## config.mk

```make
export PLATFORM = sky130hd
export DESIGN_NAME = interval_timer
export DESIGN_NICKNAME = d
export VERILOG_FILES = /design/src/rtl/it_pkg.sv /design/src/rtl/it_cmp_buf.sv /design/src/rtl/it_counter.sv /design/src/rtl/it_toggle.sv /design/src/rtl/interval_timer.sv
export SDC_FILE = /design/constraint.sdc
export NUM_CORES = 1
export LEC_CHECK = 0
export ABC_CLOCK_PERIOD_IN_PS = 1900
export BUFFER_PORTS_ARGS = -buffer_cell sky130_fd_sc_hd__buf_2
export CORE_ASPECT_RATIO = 0.5
export CORE_UTILIZATION = 40
export CTS_CLUSTER_DIAMETER = 40
export DETAILED_ROUTE_END_ITERATION = 8
export SYNTH_ARGS = -nofsm -noshare
export SYNTH_HDL_FRONTEND = slang
export SYNTH_SLANG_ARGS = --single-unit
```

## constraint.sdc

```tcl
create_clock -name clk_i -period 1.9 [get_ports clk_i]
set_clock_uncertainty 0.2 [all_clocks]
set_input_delay 0.095 -clock clk_i [delete_from_list [all_inputs] [get_ports clk_i]]
set_output_delay 0.095 -clock clk_i [all_outputs]
set_load 0.01 [all_outputs]
```

## src/rtl/it_pkg.sv

```systemverilog
package it_pkg;
  localparam int unsigned CNT_W_DEF = 16;

  typedef struct packed {
    logic hit;   // compare match taken on this tick
    logic wrap;  // tick taken at all-ones count
  } it_evt_t;
endpackage

```

## src/rtl/it_cmp_buf.sv

```systemverilog
module it_cmp_buf #(
  parameter int unsigned W = 16
) (
  input  logic         clk_i,
  input  logic         rst_ni,
  input  logic         we_i,
  input  logic [W-1:0] wdata_i,
  output logic [W-1:0] cmp_o
);
  localparam logic [W-1:0] RST_VAL = '1;

  logic [W-1:0] cmp_q;

  // direct load into the active buffer, no deferral to a match
  always_ff @(posedge clk_i or negedge rst_ni) begin
    if (!rst_ni)   cmp_q <= RST_VAL;
    else if (we_i) cmp_q <= wdata_i;
  end

  assign cmp_o = cmp_q;


  cmp_load_chk: assert property (@(posedge clk_i) disable iff (!rst_ni)
    we_i |=> cmp_o == $past(wdata_i));
endmodule

```

## src/rtl/it_counter.sv

```systemverilog
module it_counter
  import it_pkg::*;
#(
  parameter int unsigned W = 16
) (
  input  logic         clk_i,
  input  logic         rst_ni,
  input  logic         run_i,
  input  logic         tick_i,
  input  logic [W-1:0] cmp_i,
  output logic [W-1:0] cnt_o,
  output it_evt_t      evt_o
);
  localparam logic [W-1:0] CNT_MAX = '1;

  logic [W-1:0] cnt_q, cnt_d;
  logic         step;

  assign step       = run_i && tick_i;
  assign evt_o.hit  = step && (cnt_q == cmp_i);
  assign evt_o.wrap = step && (cnt_q == CNT_MAX);

  always_comb begin
    cnt_d = cnt_q;
    if (!run_i)          cnt_d = '0;
    else if (evt_o.hit)  cnt_d = '0;
    else if (tick_i)     cnt_d = cnt_q + 1'b1;  // rolls over at all ones
  end

  always_ff @(posedge clk_i or negedge rst_ni) begin
    if (!rst_ni) cnt_q <= '0;
    else         cnt_q <= cnt_d;
  end

  assign cnt_o = cnt_q;


  cnt_hold_chk: assert property (@(posedge clk_i) disable iff (!rst_ni)
    (run_i && !tick_i) |=> cnt_o == $past(cnt_o));

  cnt_stop_chk: assert property (@(posedge clk_i) disable iff (!rst_ni)
    !run_i |=> cnt_o == '0);

  cnt_step_chk: assert property (@(posedge clk_i) disable iff (!rst_ni)
    (step && !evt_o.hit) |=> cnt_o == $past(cnt_o) + 1'b1);
endmodule

```

## src/rtl/it_toggle.sv

```systemverilog
module it_toggle (
  input  logic clk_i,
  input  logic rst_ni,
  input  logic run_i,
  input  logic idle_lvl_i,
  input  logic hit_i,
  output logic pin_o
);
  logic pin_q;

  always_ff @(posedge clk_i or negedge rst_ni) begin
    if (!rst_ni)     pin_q <= 1'b0;
    else if (!run_i) pin_q <= idle_lvl_i;
    else if (hit_i)  pin_q <= ~pin_q;
  end

  assign pin_o = pin_q;


  pin_flip_chk: assert property (@(posedge clk_i) disable iff (!rst_ni)
    hit_i |=> pin_o != $past(pin_o));

  pin_idle_chk: assert property (@(posedge clk_i) disable iff (!rst_ni)
    !run_i |=> pin_o == $past(idle_lvl_i));
endmodule

```

## src/rtl/interval_timer.sv

```systemverilog
module interval_timer
  import it_pkg::*;
#(
  parameter int unsigned CNT_W = CNT_W_DEF
) (
  input  logic             clk_i,
  input  logic             rst_ni,
  input  logic             run_i,
  input  logic             tick_i,
  input  logic             idle_lvl_i,
  input  logic             cmp_we_i,
  input  logic [CNT_W-1:0] cmp_wdata_i,
  output logic             match_irq_o,
  output logic             toggle_o,
  output logic             ovf_o,
  output logic [CNT_W-1:0] count_o
);
  logic [CNT_W-1:0] cmp;
  it_evt_t          evt;
  logic             irq_q, ovf_q;

  it_cmp_buf #(.W(CNT_W)) u_cmp (
    .clk_i   (clk_i),
    .rst_ni  (rst_ni),
    .we_i    (cmp_we_i),
    .wdata_i (cmp_wdata_i),
    .cmp_o   (cmp)
  );

  it_counter #(.W(CNT_W)) u_cnt (
    .clk_i  (clk_i),
    .rst_ni (rst_ni),
    .run_i  (run_i),
    .tick_i (tick_i),
    .cmp_i  (cmp),
    .cnt_o  (count_o),
    .evt_o  (evt)
  );

  it_toggle u_tgl (
    .clk_i      (clk_i),
    .rst_ni     (rst_ni),
    .run_i      (run_i),
    .idle_lvl_i (idle_lvl_i),
    .hit_i      (evt.hit),
    .pin_o      (toggle_o)
  );

  always_ff @(posedge clk_i or negedge rst_ni) begin
    if (!rst_ni) begin
      irq_q <= 1'b0;
      ovf_q <= 1'b0;
    end else begin
      irq_q <= evt.hit;
      ovf_q <= evt.wrap;
    end
  end

  assign match_irq_o = irq_q;
  assign ovf_o       = ovf_q;


  irq_clear_chk: assert property (@(posedge clk_i) disable iff (!rst_ni)
    match_irq_o |-> count_o == '0);

  ovf_clear_chk: assert property (@(posedge clk_i) disable iff (!rst_ni)
    ovf_o |-> count_o == '0);

  stop_quiet_chk: assert property (@(posedge clk_i) disable iff (!rst_ni)
    !run_i |=> !match_irq_o && !ovf_o);
endmodule

```

; Word level (Yosys, flattened, before mapping)
; Cells that the tools add are included.
[totals]
regBits = 35
in_bits = 22
wordCells = 19
[classes]
n_addsub = 1
n_eq_ne = 4
muxes = 5
n_bitwise = 1
n_reduce_logical = 3
[ops]
columns = cell, count
row1 = 2-to-1 mux 16 bit, 3
row2 = "adder 16 x 1 -> 16 bit, second input constant", 1
row3 = == test 16 bit, 1
row4 = "== test 16 bit, second input constant", 1
row5 = logical AND 1 bit, 3
row6 = "inequality test 3 x 1 -> 1 bit, second input constant", 1
row7 = 2-to-1 mux 1 bit, 2
row8 = "inequality test 2 x 1 -> 1 bit, second input constant", 1
row9 = NOT 1 bit, 1

; Logic depth before layout (Yosys ltp)
; Gate-level depths: netlist of run 1.
[logic_depth]
depth_word = 4
mapped_depth = 6
ltp_nobuf = 5

; Cells and area by module
; From an unflattened synthesis of run 1, not the netlist that was laid out.
[unflattened]
hier_cells = 177
hier_area_um2 = 1944.4
[modules_own_cells]
columns = mod, n_inst, cells_each, area_each_um2, seq_area_each_um2
row1 = it_counter, 1, 137, 1182.4, 400.4
row2 = it_cmp_buf, 1, 34, 669.4, 420.4
row3 = interval_timer, 1, 2, 50.0, 50.0
row4 = it_toggle, 1, 4, 42.5, 25.0

; Worst setup path after synthesis of run 1
; OpenSTA, ideal clock, no wires.
[synth_timing]
path_type = reg-to-reg
from = register u_cnt.cnt_q[0] (netlist: u_cnt.cnt_o[0])
to = register u_tgl.pin_q (netlist: u_tgl.pin_o)
setup_ns = 0.082
arrival_ns = 1.675
required_ns = 1.618
slack_ns = -0.057
stages_incl_launch_ff = 6
path_cell_list = dfrtp_1 xor2_1 nor4_1 nand4b_1 or4_1 a31oi_1
[synth_via]
elab_chain_cells = 3
[synth_rtl]
columns = item, line_no
row1 = start: declaration, it_counter.sv:16  ; logic [W-1:0] cnt_q, cnt_d;
row2 = start signal: assignment, it_counter.sv:32  ; else cnt_q <= cnt_d;
row3 = == test 16 bit, it_counter.sv:20  ; assign evt_o.hit = step && (cnt_q == cmp_i);
row4 = logical AND 1 bit, it_counter.sv:20
row5 = inequality test 2 x 1 -> 1 bit (no line), n/a
row6 = end signal: assignment, it_toggle.sv:13  ; else if (!run_i) pin_q <= idle_lvl_i;
row7 = end signal: assignment, it_toggle.sv:14  ; else if (hit_i) pin_q <= ~pin_q;
row8 = end: declaration, it_toggle.sv:9  ; logic pin_q;
; Every way passes these cells.
; A chain may end at the register's enable or synchronous reset.

; Worst setup path in the final report of run 1
[layout_timing]
from = register u_cmp.cmp_q[0] (netlist: u_cmp.cmp_o[0])
to = register u_tgl.pin_q (netlist: u_tgl.pin_o)
[layout_via]
elab_chain_cells = 3
[layout_rtl]
columns = item, line_no
row1 = start: declaration, it_cmp_buf.sv:12  ; logic [W-1:0] cmp_q;
row2 = start signal: assignment, it_cmp_buf.sv:17  ; else if (we_i) cmp_q <= wdata_i;
row3 = == test 16 bit, it_counter.sv:20
row4 = logical AND 1 bit, it_counter.sv:20
row5 = inequality test 2 x 1 -> 1 bit (no line), n/a
; Every way passes these cells.

==> results of run 1 <==
[registers in the layout, summed over array words and instances (netlist names)]
name         cells
match_irq_o      1
ovf_o            1
u_tgl.pin_o      1
u_cnt.cnt_o     16
u_cmp.cmp_o     16
[cell families after synthesis]
logic type,after synthesis
compound gates,7
mux,16
xor+xnor,29
flops,35
buf+inv,7
simple gates,62
fa+ha+maj,1
[worst register-to-register path, stage by stage, from the launching register on]
cell,delay (ps)
dfstp_2,540
xor2_1,100
nor4_2,320
nand4b_1,170
buf_4,180
o31ai_1,240
a31oi_1,120
[synth_stat cells (2+ instances only)]
| master | instances | area [um^2] |
|---|---|---|
| nand3_1 | 6 | 30.0 |
| nand4_1 | 4 | 25.0 |
| clkbuf_1 | 4 | 15.0 |
| nor2_1 | 21 | 78.8 |
| o22ai_1 | 2 | 12.5 |
| nand4b_1 | 2 | 17.5 |
| xnor2_1 | 9 | 78.8 |
| nor3_1 | 4 | 20.0 |
| dfrtp_1 | 19 | 475 |
| nor4_1 | 7 | 43.8 |
| nand2_1 | 9 | 33.8 |
| and4_1 | 2 | 17.5 |
| dfstp_2 | 16 | 420 |
| mux2_2 | 16 | 180 |
| or3_1 | 2 | 12.5 |
| inv_1 | 2 | 7.51 |
| xor2_1 | 20 | 175 |
[per-layer routing]
layer / global-route usage / wire length [um] / up-vias
met5: 0 / 0 / -
met4: 0.0682 / 56 / 0
met3: 0.0425 / 276 / 7
met2: 0.300 / 1980 / 48
met1: 0.323 / 2290 / 735
li1: - / - / 712
[cell usage in the layout, fill, tap and decap left out, drive strengths merged]
master and count:
a21oi 1, nand2b 1, and2 1, a31oi 1
xnor2 9, nand2 9, nand4b 2, or3 2
nor2 21, or4 1, o31ai 1, o21ai 2
ha 1, o22ai 2, dfrtp 19, inv 2
dfstp 16, clkbuf 7, and3 1, dlygate4sd3 20
nand3b 1, and4 2, nand3 6, nand4 4
nor3 4, xor2 20, mux2 16, clkinv 1
buf 64, nor4 7
[final cells by class]
type,instances,area share
Clock inverter,1,0.00191
Clock buffer,7,0.0330
Inverter,2,0.00287
Timing Repair Buffer,84,0.227
Sequential cell,35,0.345
Tap cell,54,0.0258
Multi-Input combinational cell,115,0.364
[how the worst min path moves through the flow]
| stage | slack, ps | cells after the start | end |
|---|---|---|---|
| final | 130 | 2 | u_cmp.cmp_o[14] |
| after global routing | 150 | 2 | u_cmp.cmp_o[0] |
| after CTS | 120 | 2 | u_cmp.cmp_o[10] |
| after detailed placement | -40 | 2 | u_cnt.cnt_o[8] |
| after global placement | -40 | 2 | u_cnt.cnt_o[8] |
| after floorplan | -400 | 0 | match_irq_o |
[report_power, final]
group | total [mW] | switching, mW | leakage, nW | internal [mW]
Combinational | 0.254 | 0.124 | 0.655 | 0.130
Sequential | 0.844 | 0.0324 | 0.420 | 0.812
Clock | 0.560 | 0.267 | 0.0482 | 0.292
Total | 1.66 | 0.424 | 1.12 | 1.23
[stage by stage]
stage	std cells	instance area [um^2]	hold slack, ps
after floorplan	157	1730	-401
after global placement	267	2140	-43.9
after detailed placement	267	2140	-40.4
after CTS	295	2450	123
after global routing	298	2620	148
final	298	2620	126
[what timing repair did]
item	4_1_cts	5_1_grt
resized for setup	3	36
setup endpoints to repair	11	18
pin swaps	5	12
hold endpoints to repair	55	0
gates cloned	0	1
setup buffers	0	2
hold buffers	20	0
==> flow_summary.toml, run 1 <==
[status]
status = "finished with violations"
violations = "negative setup slack"

[sta]
fmax_mhz = 499
fin_tns_setup_ps = -485
drv_slew = 0
setup_viol = 14
rsz0062_at_grt = "true"
finalWorstSetupSlack_ps = -105
max_slew_margin = 0.700
finalCriticalPeriod_ps = 2000
finalHoldViolations = 0
min_period_over_period = 1.06
tightest_slew_ps = 449

[setup_path]
crit_chain = "xor2_1, nor4_2, nand4b_1, buf_4, o31ai_1, a31oi_1"
crit_path_start_kind = "flip-flop"
cp-startpoint = "u_cmp.cmp_o[0]"
crit_type = "reg2reg"
cpMaxStageDelayCell = "dfstp_2"
worstPathRequired_ps = 1870
crit_path_max_fanout = 2
cp-endpoint = "u_tgl.pin_o"
max_stage_delay_ps = 540
cpLargestDelayFamily = "flip-flops"
r2r_slack_ps = -100
worstSetupEndpointType = "flip-flop"
critical_path_depth = 6
worstPathArrival_ps = 1970
timing.rr.end = "u_tgl.pin_o"
reg2regPathDepth = 6
crit_buf_inv = 1
timing.rr.start = "u_cmp.cmp_o[0]"

[place]
place_ws_ps = -179
hpwl_um = 3210
gp_congestion = 0.788
portBuffers = 40

[global_route]
antenna_found_initial = 0
overflow = 0
grt_max_degree = 36
grt_pass1_wl_um = 7160
grt_usage = 0.212
grt_pass1_vias = 1461

[clocking]
htree_levels = 2
cts_tree = "yes"
max-clock-path-buffers = 2
cts_sinks = 35
insertion_delay_ps = 290
clock-root-buffer = "clkbuf_8"
cts-buffers-inserted = 5
clk_transition_reported_paths_ps = 70

[yosys]
synth_mux_area_frac = 0.104
synth_top_family_by_area = "simple AND/OR/NAND/NOR gates"
synthSimpleGateAreaFrac = 0.181
synth_compound_area_frac = 0.0239
ys_ff_latch = 35
synth-edff-count = 0
seq_area_frac_synth = 0.520
yosysUniqueCellTypes = 29
synthCells = 157
synthesis.area_um2 = 1720
ys_warn_count = 0
syn_nets = 180
synth_fa_ha_area_frac = 0.00726
ys_async_sr_fraction = 1.00
synth-xor-area-share = 0.147
synth_ff_type = "dfrtp_1"
avgSynthCellArea_um2 = 11.0

[drt]
vias_per_cell = 5.04
ant_nets = 0
drcViolationCount = 0
routed_wl_um = 4600
wl_per_cell_um = 15.4
first_pass_iters = 4
drt_iter0_markers = 54
vias = 1502

[finish]
fillers = 324
multi_input_area_um2 = 955
fin_nets = 266
drive_above_1_share = 0.553
regArea_um2 = 903
antenna_cells = 0
finalCoreUtilization = 0.651
syn_to_final_growth_pct = 52.0

[floorplanning]
die_area_um2 = 4590
placementRows = 16
die_h_um = 48.4
die_w_um = 94.9
core_area_um2 = 4020
boundaryPins = 41
start_util = 0.428

[worst_hold_path]
min_from = "cmp_we_i"
hold_path_class = "in2reg"

[power]
vdd_ir_drop_max_v = 0.000406
finalPower_mw = 1.66
p_per_area_nw_per_um2 = 633
static-leakage-power_nw = 1.12

[flow_run]
drv_cap = 0
No activity file was read; power rests on OpenSTA's default activity.
==> inputs of run 2 (changes only) <==
--- a/config.mk
+++ b/config.mk
@@ -11,6 +11,8 @@
 export CORE_UTILIZATION = 40
 export CTS_CLUSTER_DIAMETER = 40
 export DETAILED_ROUTE_END_ITERATION = 8
+export PLACE_DENSITY = 0.73
+export SLEW_MARGIN = 15
 export SYNTH_ARGS = -nofsm -noshare
 export SYNTH_HDL_FRONTEND = slang
 export SYNTH_SLANG_ARGS = --single-unit
==> flow_summary.toml, run 2 (synthesized netlist as in run 1, its figures left out) <==
[floorplanning]
die_h_um = 48.4
die_area_um2 = 4590
core_area_um2 = 4020
die_w_um = 94.9
placementRows = 16
boundaryPins = 41
start_util = 0.428

[sta]
tightest_slew_ps = 764
fmax_mhz = 494
finalHoldViolations = 0
setup_viol = 14
rsz0062_at_grt = "true"
min_period_over_period = 1.06
timing.hold.ws_ps = 122
drv_slew = 0
max_slew_margin = 0.490
finalWorstSetupSlack_ps = -123
finalCriticalPeriod_ps = 2020

[worst_hold_path]
hold_path_class = "in2reg"
hold_depth = 2

[setup_path]
crit_type = "reg2reg"
worstSetupEndpointType = "flip-flop"
worstPathArrival_ps = 1990
worstPathRequired_ps = 1870
reg2regPathDepth = 6
crit_path_start_kind = "flip-flop"
crit_path_max_fanout = 2

[drt]
vias_per_cell = 5.09
first_pass_iters = 4
wl_per_cell_um = 14.9
drt_iter0_markers = 104
routed_wl_um = 4480
ant_nets = 0
vias = 1531
drcViolationCount = 0

[finish]
layout.cells.non_filler = 301
regArea_um2 = 903
multi_input_area_um2 = 853
drive_above_1_share = 0.486
fillers = 294
antenna_cells = 0
syn_to_final_growth_pct = 48.4
most-common-layout-cells = "40 x buf_2, 25 x buf_4, 21 x nor2_1, 21 x dlygate4sd3_1"
layout_commonest_cell = "buf_2"
fin_nets = 269

[clocking]
clk_transition_reported_paths_ps = 70
cts-buffers-inserted = 5
cts_tree = "yes"
htree_levels = 2
cts_sinks = 35
insertion_delay_ps = 300
max-clock-path-buffers = 2
clock-root-buffer = "clkbuf_8"

[place]
gp_congestion = 0.807
placed_cells = 268
portBuffers = 40
hpwl_um = 3220

[global_route]
grt_usage = 0.209
grt_pass1_wl_um = 7050
grt_pass1_vias = 1487
grt_max_degree = 36
overflow = 0
antenna_found_initial = 0

[power]
static-leakage-power_nw = 1.15
vdd_ir_drop_max_v = 0.000291
p_per_area_nw_per_um2 = 695

[flow_run]
drv_cap = 0

[status]
status = "finished with violations"
violations = "negative setup slack"
==> run 2: path summary, 6_finish.rpt <==
check                           slack, ps            from              end
max in group asynchronous             760          rst_ni   u_cnt.cnt_o[0]
worst max register to register       -120  u_cmp.cmp_o[4]      u_tgl.pin_o
min in group asynchronous             220          rst_ni   u_cnt.cnt_o[4]
worst max-delay path                 -120  u_cmp.cmp_o[4]      u_tgl.pin_o
worst min register to register        410     u_tgl.pin_o      u_tgl.pin_o
worst min-delay path                  120        cmp_we_i  u_cmp.cmp_o[11]
==> run 2: report_power, final <==
part	switching (mW)	leakage, nW	internal [mW]
clock network	0.275	0.0612	0.424
registers	0.0340	0.420	0.812
logic	0.107	0.666	0.126
total	0.417	1.15	1.36
==> run 2: timing repair <==
item                                    in CTS  in global routing
pin swaps                                    5                  8
endpoints found under the hold margin       39                  0
endpoints found under the setup margin      13                 13
hold buffers                                21                  0
resized for setup                            1                  8
setup buffers                                0                  4
==> run 2: area by class of cell <==
type / count / share of cell area
Timing Repair Buffer: 87 / 0.238
Clock inverter: 2 / 0.0137
Clock buffer: 6 / 0.0323
Inverter: 2 / 0.00293
Multi-Input combinational cell: 115 / 0.333
Sequential cell: 35 / 0.353
Tap cell: 54 / 0.0264
==> run 2: worst max-delay path, stage by stage, from the launching register on <==
cell and delay, ps:
dfstp_2 560, xor2_2 90, or3_1 410, buf_4 150, buf_4 130, o31ai_1 260
a31oi_1 110
==> run 2: layer usage <==
metal  GRT usage  vias up  wire [um]
met5           0        -          0
met4      0.0909        0         89
met3      0.0503        9        288
met2       0.296       48       2040
met1       0.304      756       2060
li1            -      718          -
==> run 2: per-stage QoR <==
| stage | worst slack, ps | TNS (ps) | cell area [um^2] | total power, mW | util |
|---|---|---|---|---|---|
| after floorplan | -1.02 | -1.02 | 1730 | 0.951 | - |
| after global placement | -18.1 | -18.1 | 2140 | 1.02 | 0.533 |
| after detailed placement | -56.9 | -199 | 2140 | 1.03 | 0.533 |
| after CTS | -19.3 | -19.3 | 2480 | 1.77 | 0.615 |
| after global routing | -216 | -2300 | 2560 | 1.85 | 0.636 |
| final | -123 | -444 | 2560 | 1.78 | 0.636 |
==> inputs of run 3 (changes only) <==
--- a/config.mk
+++ b/config.mk
@@ -7,6 +7,7 @@
 export LEC_CHECK = 0
 export ABC_CLOCK_PERIOD_IN_PS = 1900
 export BUFFER_PORTS_ARGS = -buffer_cell sky130_fd_sc_hd__buf_2
+export CAP_MARGIN = 20
 export CORE_ASPECT_RATIO = 0.5
 export CORE_UTILIZATION = 40
 export CTS_CLUSTER_DIAMETER = 40
==> constraint.sdc (replaced) <==
create_clock -name clk_i -period 1.9 [get_ports clk_i]
set_clock_uncertainty 0.2 [all_clocks]
set_input_delay 0.19 -clock clk_i [delete_from_list [all_inputs] [get_ports clk_i]]
set_output_delay 0.19 -clock clk_i [all_outputs]
set_load 0.01 [all_outputs]
==> flow_summary.toml, run 3 (synthesized netlist as in run 1, its figures left out) <==
[floorplanning]
die_h_um = 48.4
boundaryPins = 41
die_w_um = 94.9
start_util = 0.428
placementRows = 16
core_area_um2 = 4020
die_area_um2 = 4590

[setup_path]
cp-startpoint = "u_cmp.cmp_o[13]"
worstPathRequired_ps = 1910
crit_chain = "xor2_2, nor4_2, nand2_1, or4_1, a31oi_1"
timing.rr.start = "u_cmp.cmp_o[13]"
cp-endpoint = "u_tgl.pin_o"
reg2regPathDepth = 5
worstSetupEndpointType = "flip-flop"
cpMaxStageDelayCell = "dfstp_2"
cpLargestDelayFamily = "simple AND/OR/NAND/NOR gates"
worstPathArrival_ps = 1970
crit_type = "reg2reg"
max_stage_delay_ps = 560
r2r_slack_ps = -70
crit_buf_inv = 0
crit_path_max_fanout = 2
timing.rr.end = "u_tgl.pin_o"
critical_path_depth = 5
crit_path_start_kind = "flip-flop"

[clocking]
cts_sinks = 35
insertion_delay_ps = 280
cts_tree = "yes"
clk_transition_reported_paths_ps = 70
clock-root-buffer = "clkbuf_8"
max-clock-path-buffers = 2
htree_levels = 2
cts-buffers-inserted = 5

[worst_hold_path]
hold_path_class = "in2reg"
min_from = "idle_lvl_i"

[drt]
first_pass_iters = 4
wl_met2_um = 2060
vias_per_cell = 5.04
vias = 1493
met3_length_um = 285
ant_nets = 0
drcViolationCount = 0
top_layer_used = "met4"
wl_per_cell_um = 14.7
wl_met1_um = 1970
drt_iter0_markers = 72
routed_wl_um = 4360

[global_route]
grt_usage = 0.205
grt_pass1_vias = 1448
grt_max_degree = 36
grt_pass1_wl_um = 6910
antenna_found_initial = 0
overflow = 0

[finish]
finalCoreUtilization = 0.630
fillers = 312
drive_above_1_share = 0.521
multi_input_area_um2 = 885
fin_nets = 264
regArea_um2 = 903
antenna_cells = 0
syn_to_final_growth_pct = 47.0
layout_commonest_cell = "buf_2"
most-common-layout-cells = "39 x buf_2, 22 x buf_4, 18 x xor2_1, 18 x dlygate4sd3_1"

[power]
finalPower_mw = 1.64
vdd_ir_drop_max_v = 0.000323
static-leakage-power_nw = 1.10
p_per_area_nw_per_um2 = 649

[sta]
finalWorstSetupSlack_ps = -68.4
finalHoldViolations = 0
min_period_over_period = 1.04
max_slew_margin = 0.710
setup_viol = 8
rsz0062_at_grt = "true"
tightest_slew_ps = 436
finalCriticalPeriod_ps = 1970
drv_slew = 0
fmax_mhz = 508

[place]
gp_congestion = 0.813
portBuffers = 40
hpwl_um = 3130

[flow_run]
drv_cap = 0

[status]
violations = "negative setup slack"
status = "finished with violations"
[run 3: power breakdown]
group | leakage (nW) | internal (mW) | switching, mW | total [mW]
sequential | 0.420 | 0.812 | 0.0306 | 0.842
clock | 0.0515 | 0.331 | 0.249 | 0.579
combinational | 0.633 | 0.117 | 0.106 | 0.223
[run 3: worst reg2reg max path, stage by stage, from the launching register on]
cell     delay (ps)
dfstp_2         560
xor2_2           90
nor4_2          300
nand2_1         100
or4_1           500
a31oi_1         140
[run 3: final cells by class]
type / instances / share of cell area
inverter: 2 / 0.00296
multi-input combinational: 115 / 0.349
tap: 54 / 0.0267
clock buffer: 8 / 0.0395
sequential: 35 / 0.357
timing repair buffer: 82 / 0.225
[run 3: layer usage]
layer	global-route usage	up-vias
li1	-	716
met1	0.288	720
met2	0.320	50
met3	0.0425	7
met4	0.0631	0
met5	0	-
[run 3: worst min path at each step]
stage,end,slack [ps],depth (start not counted)
6_report,u_tgl.pin_o,30,3
5_1_grt,u_tgl.pin_o,70,3
4_1_cts,u_tgl.pin_o,20,3
3_5_place_dp,u_cnt.cnt_o[6],50,2
3_3_place_gp,u_cnt.cnt_o[8],40,2
2_1_floorplan,match_irq_o,-310,0
[run 3: per-stage QoR]
stage,cells,hold WS (ps),setup TNS (ps),instance area [um^2],setup slack [ps]
after floorplan,157,-306,-1.02,1730,-1.02
after global placement,269,44.4,-17.8,2150,-17.8
after detailed placement,269,51.0,-345,2150,-63.2
after CTS,295,21.5,-28.2,2440,-28.2
after global routing,296,67.1,-1420,2530,-149
final,296,31.9,-250,2530,-68.4
[run 3: repair_timing]
item / 4_1_cts / 5_1_grt
endpoints found under the setup margin: 13 / 15
pin swaps: 5 / 14
buffers inserted: 0 / 1
hold buffers: 18 / 0
hold endpoints to repair: 37 / 0
resized for setup: 1 / 24
